[src/rtl/ecap_pkg.sv]
package ecap_pkg;
  localparam logic MODE_COUNT = 1'b0;
  localparam logic MODE_TIME  = 1'b1;
  localparam int   FLAG_EVT   = 0;
  localparam int   FLAG_MAT   = 1;
  localparam int   NUM_FLAGS  = 2;

  // Decide whether the transition prev -> cur qualifies under the select.
  function automatic logic edge_qualifies(logic [1:0] sel, logic prev, logic cur);
    if (sel[1])      return prev ^ cur;
    else if (sel[0]) return prev & ~cur;
    else             return ~prev & cur;
  endfunction
endpackage

[src/rtl/ecap_edge_det.sv]
module ecap_edge_det
  import ecap_pkg::*;
(
  input  logic       clk,
  input  logic       rst_n,
  input  logic       pin_i,
  input  logic [1:0] sel_i,
  output logic       edge_o
);
  logic prev_q;

  always_ff @(posedge clk or negedge rst_n) begin
    if (!rst_n) prev_q <= 1'b0;
    else        prev_q <= pin_i;
  end

  assign edge_o = edge_qualifies(sel_i, prev_q, pin_i);

  // an edge is only seen when the sample changed
  a_r3_edge_needs_change: assert property (@(posedge clk) disable iff (!rst_n)
    edge_o |-> (pin_i != prev_q));
endmodule

[src/rtl/ecap_flags.sv]
module ecap_flags
  import ecap_pkg::*;
(
  input  logic                 clk,
  input  logic                 rst_n,
  input  logic [NUM_FLAGS-1:0] set_i,
  input  logic [NUM_FLAGS-1:0] clr_i,
  output logic [NUM_FLAGS-1:0] flags_o
);
  for (genvar g = 0; g < NUM_FLAGS; g++) begin : g_flag
    always_ff @(posedge clk or negedge rst_n) begin
      if (!rst_n)        flags_o[g] <= 1'b0;
      else if (set_i[g]) flags_o[g] <= 1'b1;
      else if (clr_i[g]) flags_o[g] <= 1'b0;
    end

    // a set wins over a clear in the same clock
    a_r10_set_wins: assert property (@(posedge clk) disable iff (!rst_n)
      set_i[g] |=> flags_o[g]);
    // without a clear the flag holds
    a_r10_sticky: assert property (@(posedge clk) disable iff (!rst_n)
      (flags_o[g] && !clr_i[g]) |=> flags_o[g]);
  end
endmodule

[src/rtl/ecap_counter.sv]
module ecap_counter
  import ecap_pkg::*;
#(
  parameter int W = 24
) (
  input  logic         clk,
  input  logic         rst_n,
  input  logic         mode_i,
  input  logic         up_i,
  input  logic [W-1:0] load_i,
  input  logic [W-1:0] match_i,
  input  logic         start_i,
  input  logic         stop_i,
  input  logic         edge_i,
  output logic [W-1:0] count_o,
  output logic [W-1:0] cap_o,
  output logic         running_o,
  output logic         match_hit_o,
  output logic         cap_hit_o
);
  // Next counter value with wrap between 0 and the load value.
  function automatic logic [W-1:0] step_val(logic [W-1:0] cur, logic [W-1:0] lim, logic up);
    if (up) return (cur == lim) ? '0 : cur + 1'b1;
    else    return (cur == '0) ? lim : cur - 1'b1;
  endfunction

  logic [W-1:0] nxt;
  logic         cnt_evt, time_tick;

  assign nxt         = step_val(count_o, load_i, up_i);
  assign cnt_evt     = running_o && (mode_i == MODE_COUNT) && edge_i;
  assign time_tick   = running_o && (mode_i == MODE_TIME);
  assign match_hit_o = cnt_evt && (nxt == match_i);
  assign cap_hit_o   = time_tick && edge_i;

  always_ff @(posedge clk or negedge rst_n) begin
    if (!rst_n) begin
      count_o   <= '0;
      running_o <= 1'b0;
    end else if (start_i) begin
      count_o   <= up_i ? '0 : load_i;
      running_o <= 1'b1;
    end else if (stop_i) begin
      running_o <= 1'b0;
    end else if (cnt_evt) begin
      count_o <= nxt;
      if (match_hit_o) running_o <= 1'b0;
    end else if (time_tick) begin
      count_o <= nxt;
    end
  end

  always_ff @(posedge clk or negedge rst_n) begin
    if (!rst_n)         cap_o <= '0;
    else if (cap_hit_o) cap_o <= count_o;
  end

  // reaching the match stops the counter
  a_r6_stop_on_match: assert property (@(posedge clk) disable iff (!rst_n)
    (match_hit_o && !start_i) |=> !running_o);
  // idle counter does not move
  a_r11_idle_frozen: assert property (@(posedge clk) disable iff (!rst_n)
    (!running_o && !start_i) |=> $stable(count_o));
  // capture takes the pre-step counter value
  a_r9_capture_value: assert property (@(posedge clk) disable iff (!rst_n)
    cap_hit_o |=> (cap_o == $past(count_o)));
  // up start begins at zero
  a_r5_up_start: assert property (@(posedge clk) disable iff (!rst_n)
    (start_i && up_i) |=> (count_o == '0));
  // down start begins at the load value
  a_r4_down_start: assert property (@(posedge clk) disable iff (!rst_n)
    (start_i && !up_i) |=> (count_o == $past(load_i)));
endmodule

[src/rtl/ecap_top.sv]
module ecap_top
  import ecap_pkg::*;
#(
  parameter int CNT_W = 16,
  parameter int EXT_W = 8,
  localparam int TOT_W = CNT_W + EXT_W
) (
  input  logic                 clk,
  input  logic                 rst_n,
  input  logic                 pin_i,
  input  logic                 mode_i,
  input  logic                 dir_up_i,
  input  logic [1:0]           edge_sel_i,
  input  logic [CNT_W-1:0]     load_i,
  input  logic [EXT_W-1:0]     load_ext_i,
  input  logic [CNT_W-1:0]     match_i,
  input  logic [EXT_W-1:0]     match_ext_i,
  input  logic                 start_i,
  input  logic                 stop_i,
  input  logic [NUM_FLAGS-1:0] clr_i,
  output logic [TOT_W-1:0]     cap_o,
  output logic [TOT_W-1:0]     count_o,
  output logic                 running_o,
  output logic [NUM_FLAGS-1:0] flags_o
);
  logic                 edge_w, match_hit_w, cap_hit_w;
  logic [NUM_FLAGS-1:0] set_w;

  ecap_edge_det u_edge (
    .clk(clk), .rst_n(rst_n), .pin_i(pin_i), .sel_i(edge_sel_i), .edge_o(edge_w)
  );

  ecap_counter #(.W(TOT_W)) u_cnt (
    .clk(clk), .rst_n(rst_n), .mode_i(mode_i), .up_i(dir_up_i),
    .load_i({load_ext_i, load_i}), .match_i({match_ext_i, match_i}),
    .start_i(start_i), .stop_i(stop_i), .edge_i(edge_w),
    .count_o(count_o), .cap_o(cap_o), .running_o(running_o),
    .match_hit_o(match_hit_w), .cap_hit_o(cap_hit_w)
  );

  assign set_w[FLAG_EVT] = cap_hit_w;
  assign set_w[FLAG_MAT] = match_hit_w;

  ecap_flags u_flags (
    .clk(clk), .rst_n(rst_n), .set_i(set_w), .clr_i(clr_i), .flags_o(flags_o)
  );

  // the mode selects which flag may be raised
  a_r12_flag_by_mode: assert property (@(posedge clk) disable iff (!rst_n)
    !(cap_hit_w && match_hit_w));
endmodule

[config.mk]
export PLATFORM = sky130hd
export DESIGN_NAME = ecap_top
export DESIGN_NICKNAME = d
export VERILOG_FILES = /design/src/rtl/ecap_pkg.sv /design/src/rtl/ecap_edge_det.sv /design/src/rtl/ecap_flags.sv /design/src/rtl/ecap_counter.sv /design/src/rtl/ecap_top.sv
export SDC_FILE = /design/constraint.sdc
export NUM_CORES = 1
export LEC_CHECK = 0
export ABC_AREA = 1
export ABC_CLOCK_PERIOD_IN_PS = 2800
export BUFFER_PORTS_ARGS = -buffer_cell sky130_fd_sc_hd__clkbuf_2
export CAP_MARGIN = 20
export CORE_ASPECT_RATIO = 0.9
export CORE_MARGIN = 4
export CORE_UTILIZATION = 39
export DETAILED_ROUTE_END_ITERATION = 6
export PLACE_DENSITY = 0.64
export SETUP_SLACK_MARGIN = 0.1
export SLEW_MARGIN = 15
export SYNTH_ARGS = -nofsm -noshare
export SYNTH_HDL_FRONTEND = slang
export SYNTH_HIERARCHICAL = 1
export SYNTH_SLANG_ARGS = --single-unit
[constraint.sdc]
create_clock -name clk -period 2.8 [get_ports clk]
set_clock_uncertainty 0.05 [all_clocks]
set_input_delay 0.14 -clock clk [delete_from_list [all_inputs] [get_ports clk]]
set_output_delay 0.14 -clock clk [all_outputs]
set_load 0.03 [all_outputs]
After elaboration in Yosys (flattened, before gate mapping) --
Index checks and enable logic that the tools add are counted.
Word-level totals: word-level logic and storage cells 48, bits in registers 52, latch bits 0, bits of input ports 59, memory bits (read-only) 0, output and inout port bits 51, memory bits (writable) 0, memories 0
Operators by class: bitwise gates (word level) 6, $add $sub $neg 2, muxes and demuxes 18, multiply operators 0, divide/modulo/power cells 0, equality and inequality tests 3, shifts and indexed selects 0, order comparisons 0, reductions and logical operators 13
Operators with widths (number):
- 2-to-1 mux 24 bit | 8
- equality test 24 bit | 2
- adder 24 x 1 -> 24 bit (second input constant) | 1
- logical NOT 24 bit | 1
- subtractor 24 x 1 -> 24 bit (second input constant) | 1
- 2-to-1 mux 1 bit | 10
- nonzero test 3 bit | 3
- logical AND 1 bit | 5
- AND reduction 2 bit | 2
- nonzero test 2 bit | 2
- inverter 1 bit | 3
- AND 1 bit | 2
- inequality test 2 bit (second input constant) | 1
- XOR 1 bit | 1

Longest topological paths before layout --
word-level depth 10, depth in mapped cells 22, depth with buffers taken out 21

Hierarchy --
The synthesis kept the hierarchy.
Modules (own cells, without submodules):
- ecap_counter | cells each 874, instances 1, seq. area each 1226.2 um2, area an instance 5054.8 um2
- ecap_edge_det | cells each 14, instances 1, seq. area each 25.0 um2, area an instance 95.1 um2
- ecap_flags | cells each 10, instances 1, seq. area each 50.0 um2, area an instance 80.1 um2

Least setup slack after synthesis --
Ideal clock, no wire load.
path type reg2reg, start point register u_cnt.count_o[0], end point register u_flags.flags_o[1], clock period less this slack 2472 ps, data required time 2685 ps, buffers on the path 1, data arrival time 2357 ps, library setup time 65 ps, path slack 328 ps, stages on the path, launching flop included 18, path through dfrtp_1 > inv_1 > ha_1 > nand2_2 > nor3_4 > nand3_4 > buf_6 > o211ai_2 > nand2_2 > nand2_2 > nand3b_1 > nor2_1 > nand2_1 > nor3_2 > nand2_1 > nor2_2 > inv_1 > nand2_1
Between the ends: cells in the longest elaborated chain, start to end 6, elaborated cells between the ends (all ways) 11, those cells by class add/sub (2); eq/ne (2); mux (4); reduce/logical (3)
Ends and longest elaborated chain:
- from (decl) | RTL line ecap_counter.sv:15 | output logic [W-1:0] count_o,
- from (signal assigned) | RTL line ecap_counter.sv:41 | count_o <= up_i ? '0 : load_i;
- from (signal assigned) | RTL line ecap_counter.sv:46 | count_o <= nxt;
- from (signal assigned) | RTL line ecap_counter.sv:49 | count_o <= nxt;
- subtractor 24 x 1 -> 24 bit, or another cell as far along | RTL line ecap_counter.sv:24 | else return (cur == '0) ? lim : cur - 1'b1;
- 2-to-1 mux 24 bit (on tied branches) | RTL line ecap_counter.sv:24, ecap_counter.sv:23
- 2-to-1 mux 24 bit * | RTL line ecap_counter.sv:23 | if (up) return (cur == lim) ? '0 : cur + 1'b1;
- equality test 24 bit * | RTL line ecap_counter.sv:33 | assign match_hit_o = cnt_evt && (nxt == match_i);
- logical AND 1 bit * | RTL line ecap_counter.sv:33
- via match_hit_w | RTL line ecap_top.sv:26 | logic edge_w, match_hit_w, cap_hit_w;
- 2-to-1 mux 1 bit / nonzero test 2 bit (equally long branches)
- to (signal, indexed assignment) | RTL line ecap_flags.sv:12 | if (!rst_n) flags_o[g] <= 1'b0;
- to (signal, indexed assignment) | RTL line ecap_flags.sv:13 | else if (set_i[g]) flags_o[g] <= 1'b1;
- to (signal, indexed assignment) | RTL line ecap_flags.sv:14 | else if (clr_i[g]) flags_o[g] <= 1'b0;
- to (decl) | RTL line ecap_flags.sv:8 | output logic [NUM_FLAGS-1:0] flags_o
The timed path passes the listed nets; every way through them passes the cells marked *. A chain may end at the register's enable or synchronous reset.

Worst setup path in the final report --
start point register u_cnt.count_o[6], end point register u_flags.flags_o[1]
Same word-level chain as after synthesis.

==> qor.txt <==
row count - 39
GP Congestion - 1.01
ANT nets after route - 0
commonest non-fill, non-tap cell in the layout - nand2_1
clk_lat worst skew - 0.31 ns
maxcap violations - 0
total power - 3.53 mW
final WL - 19.4 mm
pwr dens - 539 nW/µm²
gr ovfl total - 0
largest net degree at the start of global routing - 53
Post-Syn Nets - 962
Non-Filler Instances - 1204
Layout Area Growth over Synthesis - 25.5%
post-synth cell types - 40
M1 WL - 9.37 mm
residual DRC count - 0
first-pass GRT wire length - 29.9 mm
CTS tree - done
H-tree depth - 2
routed vias/inst - 5.10
core box area - 12900 µm²
# IOs - 110
sequential element share of the synthesized area - 24.9%
DR WL met2 - 8.17 mm
layout cells sized above 1 - 25.3%
worst hold path type - in -> reg
Post-Syn Instances - 898
Slew Limit Fails - 0
Setup-failing EPs final - 0
dpl hpwl - 15.4 mm
Data required, critical path - 3.00 ns
DR WL/cell - 16.1 µm
fmax - 0.390 GHz
root cell of the clock tree - clkbuf_16
Max VDD drop - 0.282 mV
Initial Util - 40.4%
leak pwr - 3.62 nW
Worst-Margin Slew - 0.693 ns
top cells by area, synth - dfrtp_1, nand2_1, nand3_1
CP Data Arrival Time - 2.77 ns
drt initial violations - 433
initial antenna violation count - 0
Final Critical Period - 2.57 ns
synth warn - 6
Synth Register Bits - 52
antenna diode count - 0
CTS sink count - 52
final hold vios - 0
RSZ-0062 raised after global routing - true
GR Util All Layers - 24.9%
outcome - finished clean
highest-count cells in the layout ignoring fill and taps - nand2_1, clkbuf_2, inv_1, nor2_1, nand3_1
Die Wd - 130 µm
DR pass1 iterations - 4
Die Y - 118 µm
Cell Area, Synth - 5230 µm²
critical path peak fanout - 13
vias in the first global route - 5561
Fin Setup TNS - 0 ns
Port Buffers - 109
Startpoint Class - flip-flop
kind of critical path - reg -> reg
Synth area leader - dfrtp_1
dpl cells - 1179
crit end category - flip-flop
area share of the largest cell type after synthesis - 24.9%
Die Area - 15300 µm²
highest metal used - met4
fin crit share - 91.6%
Worst-path clk slew - 0.07 ns
clock buffer depth - 2
Vias - 6136
final net count - 1103
Num CTS Buffers - 5
Slew headroom - 53.8%
syn_area_per_cell - 5.82 µm²
met3 routed WL - 1.52 mm
==> cells in the mapped netlist <==
master	number
a211oi_1	1
a21oi_1	11
a22oi_1	1
a31oi_1	21
and2_1	2
buf_1	2
buf_2	12
buf_4	6
buf_6	4
clkbuf_1	15
clkinv_1	1
dfrtp_1	52
ha_1	5
inv_1	99
inv_2	10
nand2_1	329
nand2_2	7
nand2_4	1
nand3_1	83
nand3_2	3
nand3_4	1
nand3b_1	8
nand4_1	19
nor2_1	101
nor2_2	11
nor2_4	4
nor2_8	1
nor3_1	8
nor3_2	2
nor3_4	2
o211ai_1	1
o211ai_2	3
o21a_1	1
o21ai_0	35
o21ai_1	12
o22ai_1	2
or2_0	1
or2_1	1
xnor2_1	2
xor2_1	18
==> sequential cells by signal, summed over array words and instances (netlist names) <==
signal	flops
u_cnt/cap_o	24
u_cnt/count_o	24
u_flags/flags_o	2
u_cnt/running_o	1
u_edge/prev_q	1
==> worst paths after layout <==
| check | startpoint | to | slack [ns] | depth (start not counted) |
|---|---|---|---|---|
| worst min register to register | u_flags/flags_o[0] | u_flags/flags_o[0] | 0.43 | 2 |
| min in group asynchronous | rst_n | u_flags/flags_o[0] | 0.44 | 3 |
| worst max register to register | u_cnt/count_o[6] | u_flags/flags_o[1] | 0.23 | 16 |
| worst max-delay path | u_cnt/count_o[6] | u_flags/flags_o[1] | 0.23 | 16 |
| worst min-delay path | stop_i | u_cnt/running_o | 0.03 | 4 |
| max in group asynchronous | rst_n | u_cnt/count_o[19] | 1.74 | 3 |
==> power by group <==
| part | internal (mW) | total (mW) | leakage [nW] | switching [mW] |
|---|---|---|---|---|
| Clock | 0.336 | 0.650 | 0.0742 | 0.314 |
| Combinational | 0.593 | 1.82 | 2.92 | 1.23 |
| Sequential | 0.912 | 1.06 | 0.626 | 0.150 |
| Total | 1.84 | 3.53 | 3.62 | 1.69 |
==> metal layers <==
layer,vias up,global-route usage (%)
met5,-,0
met4,0,7.60
met3,30,4.31
met2,239,35.8
met1,2741,37.4
li1,3126,-
==> what timing repair did <==
action,in CTS,in global routing
resized for setup,0,55
endpoints found under the setup margin,0,2
hold buffers,4,0
hold endpoints to repair,55,0
buffers inserted,0,13
==> logic make-up (layout without fill, tap and decap cells) <==
kind of cell,after synthesis,after routing,synth area share [%]
AO/OA/AOI/OAI,88,88,9.59
XOR/XNOR,20,20,3.35
adder cells (fa/ha/maj),5,5,1.20
buffers and inverters,149,291,12.0
flip-flops,52,52,24.9
AND/OR/NAND/NOR,584,584,49.0
==> final cells by class <==
class                   instances  area, µm²
flip-flops and latches         52       1320
well taps                     164        205
clock inverters                 3       22.5
repair buffers                173       1060
multi-input cells             697       3420
inverters                     110        415
clock buffers                   5        125
fillers                      1380       6370
==> critical path, stage by stage, from the launching register on <==
cell and delay [ns]:
dfrtp_2 0.48, nor2_4 0.19, nand2_2 0.14, nor3_4 0.24
nand3_4 0.14, buf_8 0.19, nand2_1 0.07, nand3_1 0.13
nand3_2 0.14, nand2_1 0.06, nor3_1 0.18, nand3_1 0.11
nor2_1 0.09, nand2_1 0.07, nor2_2 0.09, inv_1 0.05
nand2_1 0.05
==> through the flow <==
stage	instance area [µm²]	worst slack [ns]	utilization, %	hold slack (ns)
finish	6560	0.234	50.7	0.0320
global route	6560	0.0718	50.7	0.0405
global placement	6120	0.152	47.4	0.239
detailed placement	6120	0.138	47.4	0.242
floorplan	5230	0.328	-	-0.206
CTS	6310	0.123	48.8	0.0249
Power figures use the tool's default switching activity.
